## src/rtl/wq_pkg.sv

```systemverilog
package wq_pkg;
  typedef enum logic [0:0] {
    WIN_IDLE = 1'b0,
    WIN_OPEN = 1'b1
  } win_state_e;

  // bit positions inside the synchronised control bundle
  localparam int unsigned CTL_PWR = 0;
  localparam int unsigned CTL_OE  = 1;
  localparam int unsigned CTL_WE  = 2;
  localparam int unsigned CTL_CE  = 3;
  localparam int unsigned CTL_W   = 4;
  // idle level of the pins: strobes high, supply flag low
  localparam logic [CTL_W-1:0] CTL_IDLE = 4'b1110;
endpackage

```

## src/rtl/wq_sync.sv

```systemverilog
module wq_sync #(
  parameter int unsigned W       = 1,
  parameter int unsigned STAGES  = 2,
  parameter logic [W-1:0] RST_VAL = '0
) (
  input  logic         clk_i,
  input  logic         rst_ni,
  input  logic [W-1:0] d_i,
  output logic [W-1:0] q_o
);
  logic [W-1:0] stage_q [STAGES];

  for (genvar s = 0; s < STAGES; s++) begin : g_stage
    if (s == 0) begin : g_first
      always_ff @(posedge clk_i or negedge rst_ni) begin
        if (!rst_ni) stage_q[s] <= RST_VAL;
        else         stage_q[s] <= d_i;
      end
    end else begin : g_next
      always_ff @(posedge clk_i or negedge rst_ni) begin
        if (!rst_ni) stage_q[s] <= RST_VAL;
        else         stage_q[s] <= stage_q[s-1];
      end
    end
  end

  assign q_o = stage_q[STAGES-1];
endmodule

```

## src/rtl/wq_window.sv

```systemverilog
module wq_window
  import wq_pkg::*;
#(
  parameter int unsigned MIN_W = 3
) (
  input  logic clk_i,
  input  logic rst_ni,
  input  logic ce_n_i,
  input  logic we_n_i,
  input  logic oe_n_i,
  input  logic pwr_ok_i,
  output logic start_o,
  output logic active_o,
  output logic accept_o
);
  localparam int unsigned CW = $clog2(MIN_W + 1);
  localparam logic [CW-1:0] CNT_MAX = CW'(MIN_W);
  localparam logic [CW-1:0] CNT_ONE = CW'(1);

  win_state_e    st_q;
  logic [CW-1:0] cnt_q;
  logic          ovl, blk, win, close_win;

  always_comb begin
    ovl       = !ce_n_i && !we_n_i;
    blk       = !oe_n_i || !pwr_ok_i;
    win       = ovl && !blk;
    start_o   = (st_q == WIN_IDLE) && win;
    active_o  = win;
    close_win = (st_q == WIN_OPEN) && !win;
    // closing by an inhibit abandons the window
    accept_o  = close_win && !blk && (cnt_q >= CNT_MAX);
  end

  always_ff @(posedge clk_i or negedge rst_ni) begin
    if (!rst_ni) begin
      st_q  <= WIN_IDLE;
      cnt_q <= '0;
    end else begin
      unique case (st_q)
        WIN_IDLE: if (win) begin
          st_q  <= WIN_OPEN;
          cnt_q <= CNT_ONE;
        end
        WIN_OPEN: if (win) begin
          if (cnt_q != CNT_MAX) cnt_q <= cnt_q + CNT_ONE;
        end else begin
          st_q  <= WIN_IDLE;
          cnt_q <= '0;
        end
        default: st_q <= WIN_IDLE;
      endcase
    end
  end


  open_needs_win_chk: assert property (@(posedge clk_i) disable iff (!rst_ni)
    start_o |=> (st_q == WIN_OPEN));
endmodule

```

## src/rtl/wq_capture.sv

```systemverilog
module wq_capture #(
  parameter int unsigned AW = 15,
  parameter int unsigned DW = 8
) (
  input  logic          clk_i,
  input  logic          rst_ni,
  input  logic          start_i,
  input  logic          active_i,
  input  logic          accept_i,
  input  logic [AW-1:0] addr_i,
  input  logic [DW-1:0] data_i,
  output logic          load_valid_o,
  output logic [AW-1:0] load_addr_o,
  output logic [DW-1:0] load_data_o
);
  logic [AW-1:0] addr_q;
  logic [DW-1:0] data_q;

  always_ff @(posedge clk_i or negedge rst_ni) begin
    if (!rst_ni) begin
      addr_q <= '0;
      data_q <= '0;
    end else begin
      if (start_i)  addr_q <= addr_i;
      // keep the newest in-window sample; last one wins at close
      if (active_i) data_q <= data_i;
    end
  end

  always_ff @(posedge clk_i or negedge rst_ni) begin
    if (!rst_ni) begin
      load_valid_o <= 1'b0;
      load_addr_o  <= '0;
      load_data_o  <= '0;
    end else begin
      load_valid_o <= accept_i;
      if (accept_i) begin
        load_addr_o <= addr_q;
        load_data_o <= data_q;
      end
    end
  end


  addr_hold_chk: assert property (@(posedge clk_i) disable iff (!rst_ni)
    (active_i && !start_i) |=> $stable(addr_q));


  data_frozen_chk: assert property (@(posedge clk_i) disable iff (!rst_ni)
    !active_i |=> $stable(data_q));
endmodule

```

## src/rtl/wq_write_qual.sv

```systemverilog
module wq_write_qual
  import wq_pkg::*;
#(
  parameter int unsigned AW          = 15,
  parameter int unsigned DW          = 8,
  parameter int unsigned SYNC_STAGES = 2,
  parameter int unsigned MIN_W       = 3
) (
  input  logic          clk_i,
  input  logic          rst_ni,
  input  logic          ce_ni,
  input  logic          we_ni,
  input  logic          oe_ni,
  input  logic          pwr_ok_i,
  input  logic [AW-1:0] addr_i,
  input  logic [DW-1:0] data_i,
  output logic          load_valid_o,
  output logic [AW-1:0] load_addr_o,
  output logic [DW-1:0] load_data_o
);
  localparam int unsigned BW = AW + DW;

  logic [CTL_W-1:0] ctl_raw, ctl_s;
  logic [BW-1:0]    bus_raw, bus_s;
  logic             start, active, accept;

  assign ctl_raw = {ce_ni, we_ni, oe_ni, pwr_ok_i};
  assign bus_raw = {addr_i, data_i};

  wq_sync #(.W(CTL_W), .STAGES(SYNC_STAGES), .RST_VAL(CTL_IDLE)) u_ctl_sync (
    .clk_i (clk_i),
    .rst_ni(rst_ni),
    .d_i   (ctl_raw),
    .q_o   (ctl_s)
  );

  // bus pins share the control latency so samples stay aligned
  wq_sync #(.W(BW), .STAGES(SYNC_STAGES), .RST_VAL('0)) u_bus_sync (
    .clk_i (clk_i),
    .rst_ni(rst_ni),
    .d_i   (bus_raw),
    .q_o   (bus_s)
  );

  wq_window #(.MIN_W(MIN_W)) u_window (
    .clk_i   (clk_i),
    .rst_ni  (rst_ni),
    .ce_n_i  (ctl_s[CTL_CE]),
    .we_n_i  (ctl_s[CTL_WE]),
    .oe_n_i  (ctl_s[CTL_OE]),
    .pwr_ok_i(ctl_s[CTL_PWR]),
    .start_o (start),
    .active_o(active),
    .accept_o(accept)
  );

  wq_capture #(.AW(AW), .DW(DW)) u_capture (
    .clk_i       (clk_i),
    .rst_ni      (rst_ni),
    .start_i     (start),
    .active_i    (active),
    .accept_i    (accept),
    .addr_i      (bus_s[BW-1:DW]),
    .data_i      (bus_s[DW-1:0]),
    .load_valid_o(load_valid_o),
    .load_addr_o (load_addr_o),
    .load_data_o (load_data_o)
  );


  single_pulse_chk: assert property (@(posedge clk_i) disable iff (!rst_ni)
    load_valid_o |=> !load_valid_o);


  overlap_seen_chk: assert property (@(posedge clk_i) disable iff (!rst_ni)
    load_valid_o |-> (!$past(ctl_s[CTL_CE], 2) && !$past(ctl_s[CTL_WE], 2)));


  oe_inhibit_chk: assert property (@(posedge clk_i) disable iff (!rst_ni)
    load_valid_o |-> ($past(ctl_s[CTL_OE], 2) && $past(ctl_s[CTL_OE], 1)));


  pwr_inhibit_chk: assert property (@(posedge clk_i) disable iff (!rst_ni)
    load_valid_o |-> ($past(ctl_s[CTL_PWR], 2) && $past(ctl_s[CTL_PWR], 1)));
endmodule

```

## config.mk

```make
export PLATFORM = sky130hd
export DESIGN_NAME = wq_write_qual
export DESIGN_NICKNAME = d
export VERILOG_FILES = /design/src/rtl/wq_pkg.sv /design/src/rtl/wq_sync.sv /design/src/rtl/wq_window.sv /design/src/rtl/wq_capture.sv /design/src/rtl/wq_write_qual.sv
export SDC_FILE = /design/constraint.sdc
export NUM_CORES = 1
export LEC_CHECK = 0
export CAP_MARGIN = 20
export CORE_MARGIN = 2
export CORE_UTILIZATION = 51
export DETAILED_ROUTE_END_ITERATION = 8
export PLACE_DENSITY = 0.76
export SYNTH_ARGS = -nofsm -noshare
export SYNTH_HDL_FRONTEND = slang
export SYNTH_SLANG_ARGS = --single-unit
```

## constraint.sdc

```tcl
create_clock -name clk_i -period 2.8 [get_ports clk_i]
set_input_delay 0.42 -clock clk_i [delete_from_list [all_inputs] [get_ports clk_i]]
set_output_delay 0.42 -clock clk_i [all_outputs]
set_load 0.01 [all_outputs]
```

==> flow_metrics.py <==
metrics = {
    "yosys": {
        "synthCells": 169,
        "synth_edf_count": 0,
        "yosysTopAreaCell": "dfrtp_1",
        "ys.flop_type": "dfrtp_1",
        "yosys_warnings": 0,
        "ys_ff_latch": 104,
        "yosysMostFrequentCell": "dfrtp_1",
        "seq_area_frac_synth": 0.7833,
        "syn_avg_cell_area_um2": 19.72,
        "synth_area_leaders": "dfrtp_1, mux2_2, dfstp_2",
        "async_flop_share": 1.000,
        "synth_nets": 199,
        "yosys-top-cells-count": "dfrtp_1, mux2_2, mux2_4",
        "synth_cell_types": 18,
        "syn_area_mm2": 0.003332,
        "synth.top_cell.area_share": 0.7360,
    },
    "cts": {
        "cts_hold_buf": 0,
        "htree_levels": 3,
        "clkTransAtPathRegs_ns": 0.09,
        "cts_setup_buffers": 0,
        "post_cts_resized": 0,
        "cts_root_buf": "clkbuf_8",
        "cts_num_sinks": 104,
        "cts_buffers": 9,
        "tritoncts": "built",
        "clock_path_buffers": 2,
        "insertion_delay_ns": 0.36,
    },
    "sta": {
        "slew_headroom": 0.6300,
        "period_needed_ns": 1.944,
        "hold_ws_ns": 0.04649,
        "grt_setup_unrepaired": "no",
        "tightestPinTransition_ns": 0.5539,
        "slew_violations": 0,
        "setup_viol": 0,
        "fmax_mhz": 514.4,
        "skew_ns": 0.01083,
        "setup_slack_ns": 0.8558,
        "finalHoldViolCount": 0,
        "fin_crit_sh": 0.6944,
        "tns_ns": 0,
    },
    "placed_design": {
        "dp_hpwl_mm": 3.039,
        "gp_congestion": 0.6506,
        "port_buffers": 52,
        "dp_slack_ns": 0.8491,
    },
    "global_routing": {
        "grtUsageTotal": 0.1484,
        "antenna_found_initial": 0,
        "grt_pass1_vias": 1640,
        "grt_overflow": 0,
        "grt_max_degree": 46,
        "grt_pass1_wl_mm": 7.879,
    },
    "routing": {
        "via_per_inst": 4.824,
        "drtAntennaViolNets": 0,
        "avgRoutedWirePerCell_um": 14.56,
        "vias": 1510,
        "finalWirelength_mm": 4.556,
        "drc": 0,
        "drtPass1Iterations": 4,
        "first_iter_violations": 31,
    },
    "floorplan": {
        "coreArea_mm2": 0.006350,
        "rows": 29,
        "die-area_mm2": 0.007196,
        "start_util": 0.5247,
        "die_w_um": 84.83,
        "io_pins": 53,
        "die_y_um": 84.83,
    },
    "setup_path": {
        "required_ns": 3.04,
        "worstPathArrival_ns": 2.19,
        "worstSetupPathType": "reg2reg",
        "path_max_fanout": 15,
        "rr_worst_depth": 3,
        "cp-end-kind": "flip-flop",
        "cp-start-kind": "flip-flop",
    },
    "pwr": {
        "p_leak_nw": 1.849,
        "ir_worst_vdd_uv": 439.1,
        "p_total_w": 0.002692,
        "power.density_mw_per_mm2": 657.0,
    },
    "layout": {
        "syn_to_final_growth_pct": 22.98,
        "multi_input_area_um2": 663.1,
        "seq_area_mm2": 0.002610,
        "layout-drive-gt1-share": 0.3263,
        "nNetsFinal": 261,
        "post-route-util": 0.6453,
        "fillers": 461,
        "antennaDiodeCount": 0,
    },
    "hold_path": {
        "hold_class": "in2async",
    },
    "job": {
        "drv_cap": 0,
    },
    "status": {
        "status": "complete, no violations",
    },
}
[through the flow]
| step | instances | area (um^2) |
|---|---|---|
| after floorplan | 169 | 3332 |
| after global placement | 297 | 3918 |
| after detailed placement | 297 | 3918 |
| after CTS | 313 | 4098 |
| after global routing | 313 | 4098 |
| final | 313 | 4098 |
[kinds of logic after synthesis]
logic type	count (synthesis)	share of synthesized area
AOI/OAI and AO/OA	2	0.003004
xor gates and xnor gates	1	0.002629
adders and majority gates	1	0.003755
buffers and inverters	5	0.01765
DFF	104	0.7833
muxes	47	0.1701
and+or+nand+nor	9	0.01953
[power breakdown]
group,switching (W),total (W),leakage (nW),internal (W)
logic,0.0000624,0.000187,0.487,0.000125
clock network,0.000474,0.000825,0.0891,0.000350
registers,0.0000567,0.00168,1.27,0.00162
[final timing paths]
path                                            start  slack [ns]                  endpoint
worst max-delay path                u_ctl_sync.q_o[1]        0.86       u_capture.addr_q[0]
worst min-delay path                           rst_ni        0.05  u_capture.load_addr_o[3]
worst max register to register      u_ctl_sync.q_o[1]        0.86       u_capture.addr_q[0]
worst min register to register  u_ctl_sync.stage_q[4]        0.35         u_ctl_sync.q_o[0]
max in group asynchronous                      rst_ni        1.95         u_ctl_sync.q_o[1]
min in group clk_i              u_ctl_sync.stage_q[4]        0.35         u_ctl_sync.q_o[0]
[area by class of cell]
cell class                 instances  share of cell area
clock inverter                     6             0.01038
sequential                       104              0.6369
clock buffer                      10             0.03359
multi-input combinational         60              0.1618
timing repair buffer              56              0.1337
tap                               77             0.02351
[routing by layer]
layer,global-route usage,part of all wire,vias to the layer above,wire [um]
met3,0.05350,0.049,8,222
met5,0,0,-,0
met4,0.07359,0.015,0,70
li1,-,-,691,-
met1,0.2010,0.46,767,2090
met2,0.2162,0.48,44,2173
[registers in the layout (all words and copies together), names as in the netlist]
register	count
u_capture.addr_q	15
u_bus_sync.stage_q	23
u_capture.data_q	8
u_capture.load_addr_o	15
u_window.st_q	1
u_bus_sync.q_o	23
u_window.cnt_q	2
u_capture.load_valid_o	1
u_capture.load_data_o	8
u_ctl_sync.q_o	4
u_ctl_sync.stage_q	4
[critical path: stages, from the launching register on]
cell and delay [ns]:
dfstp_2 0.53, and4bb_4 0.37, nor2b_4 0.54, mux2_2 0.40
[cells in the final DEF, fill, tap and decap left out]
master / n
xnor2_1: 1
dfrtp_1: 98
clkdlybuf4s50_1: 51
inv_6: 2
clkinv_2: 2
clkinvlp_4: 2
nor2_2: 1
buf_4: 5
mux2_2: 37
o21ai_0: 2
ha_1: 1
nand4_1: 1
and4bb_4: 1
nor2b_4: 1
nand3_1: 1
nand2b_1: 1
dfstp_2: 6
nand2_1: 1
nor2_1: 2
clkbuf_8: 10
mux2_4: 10
(Power assumes the default switching activity.)
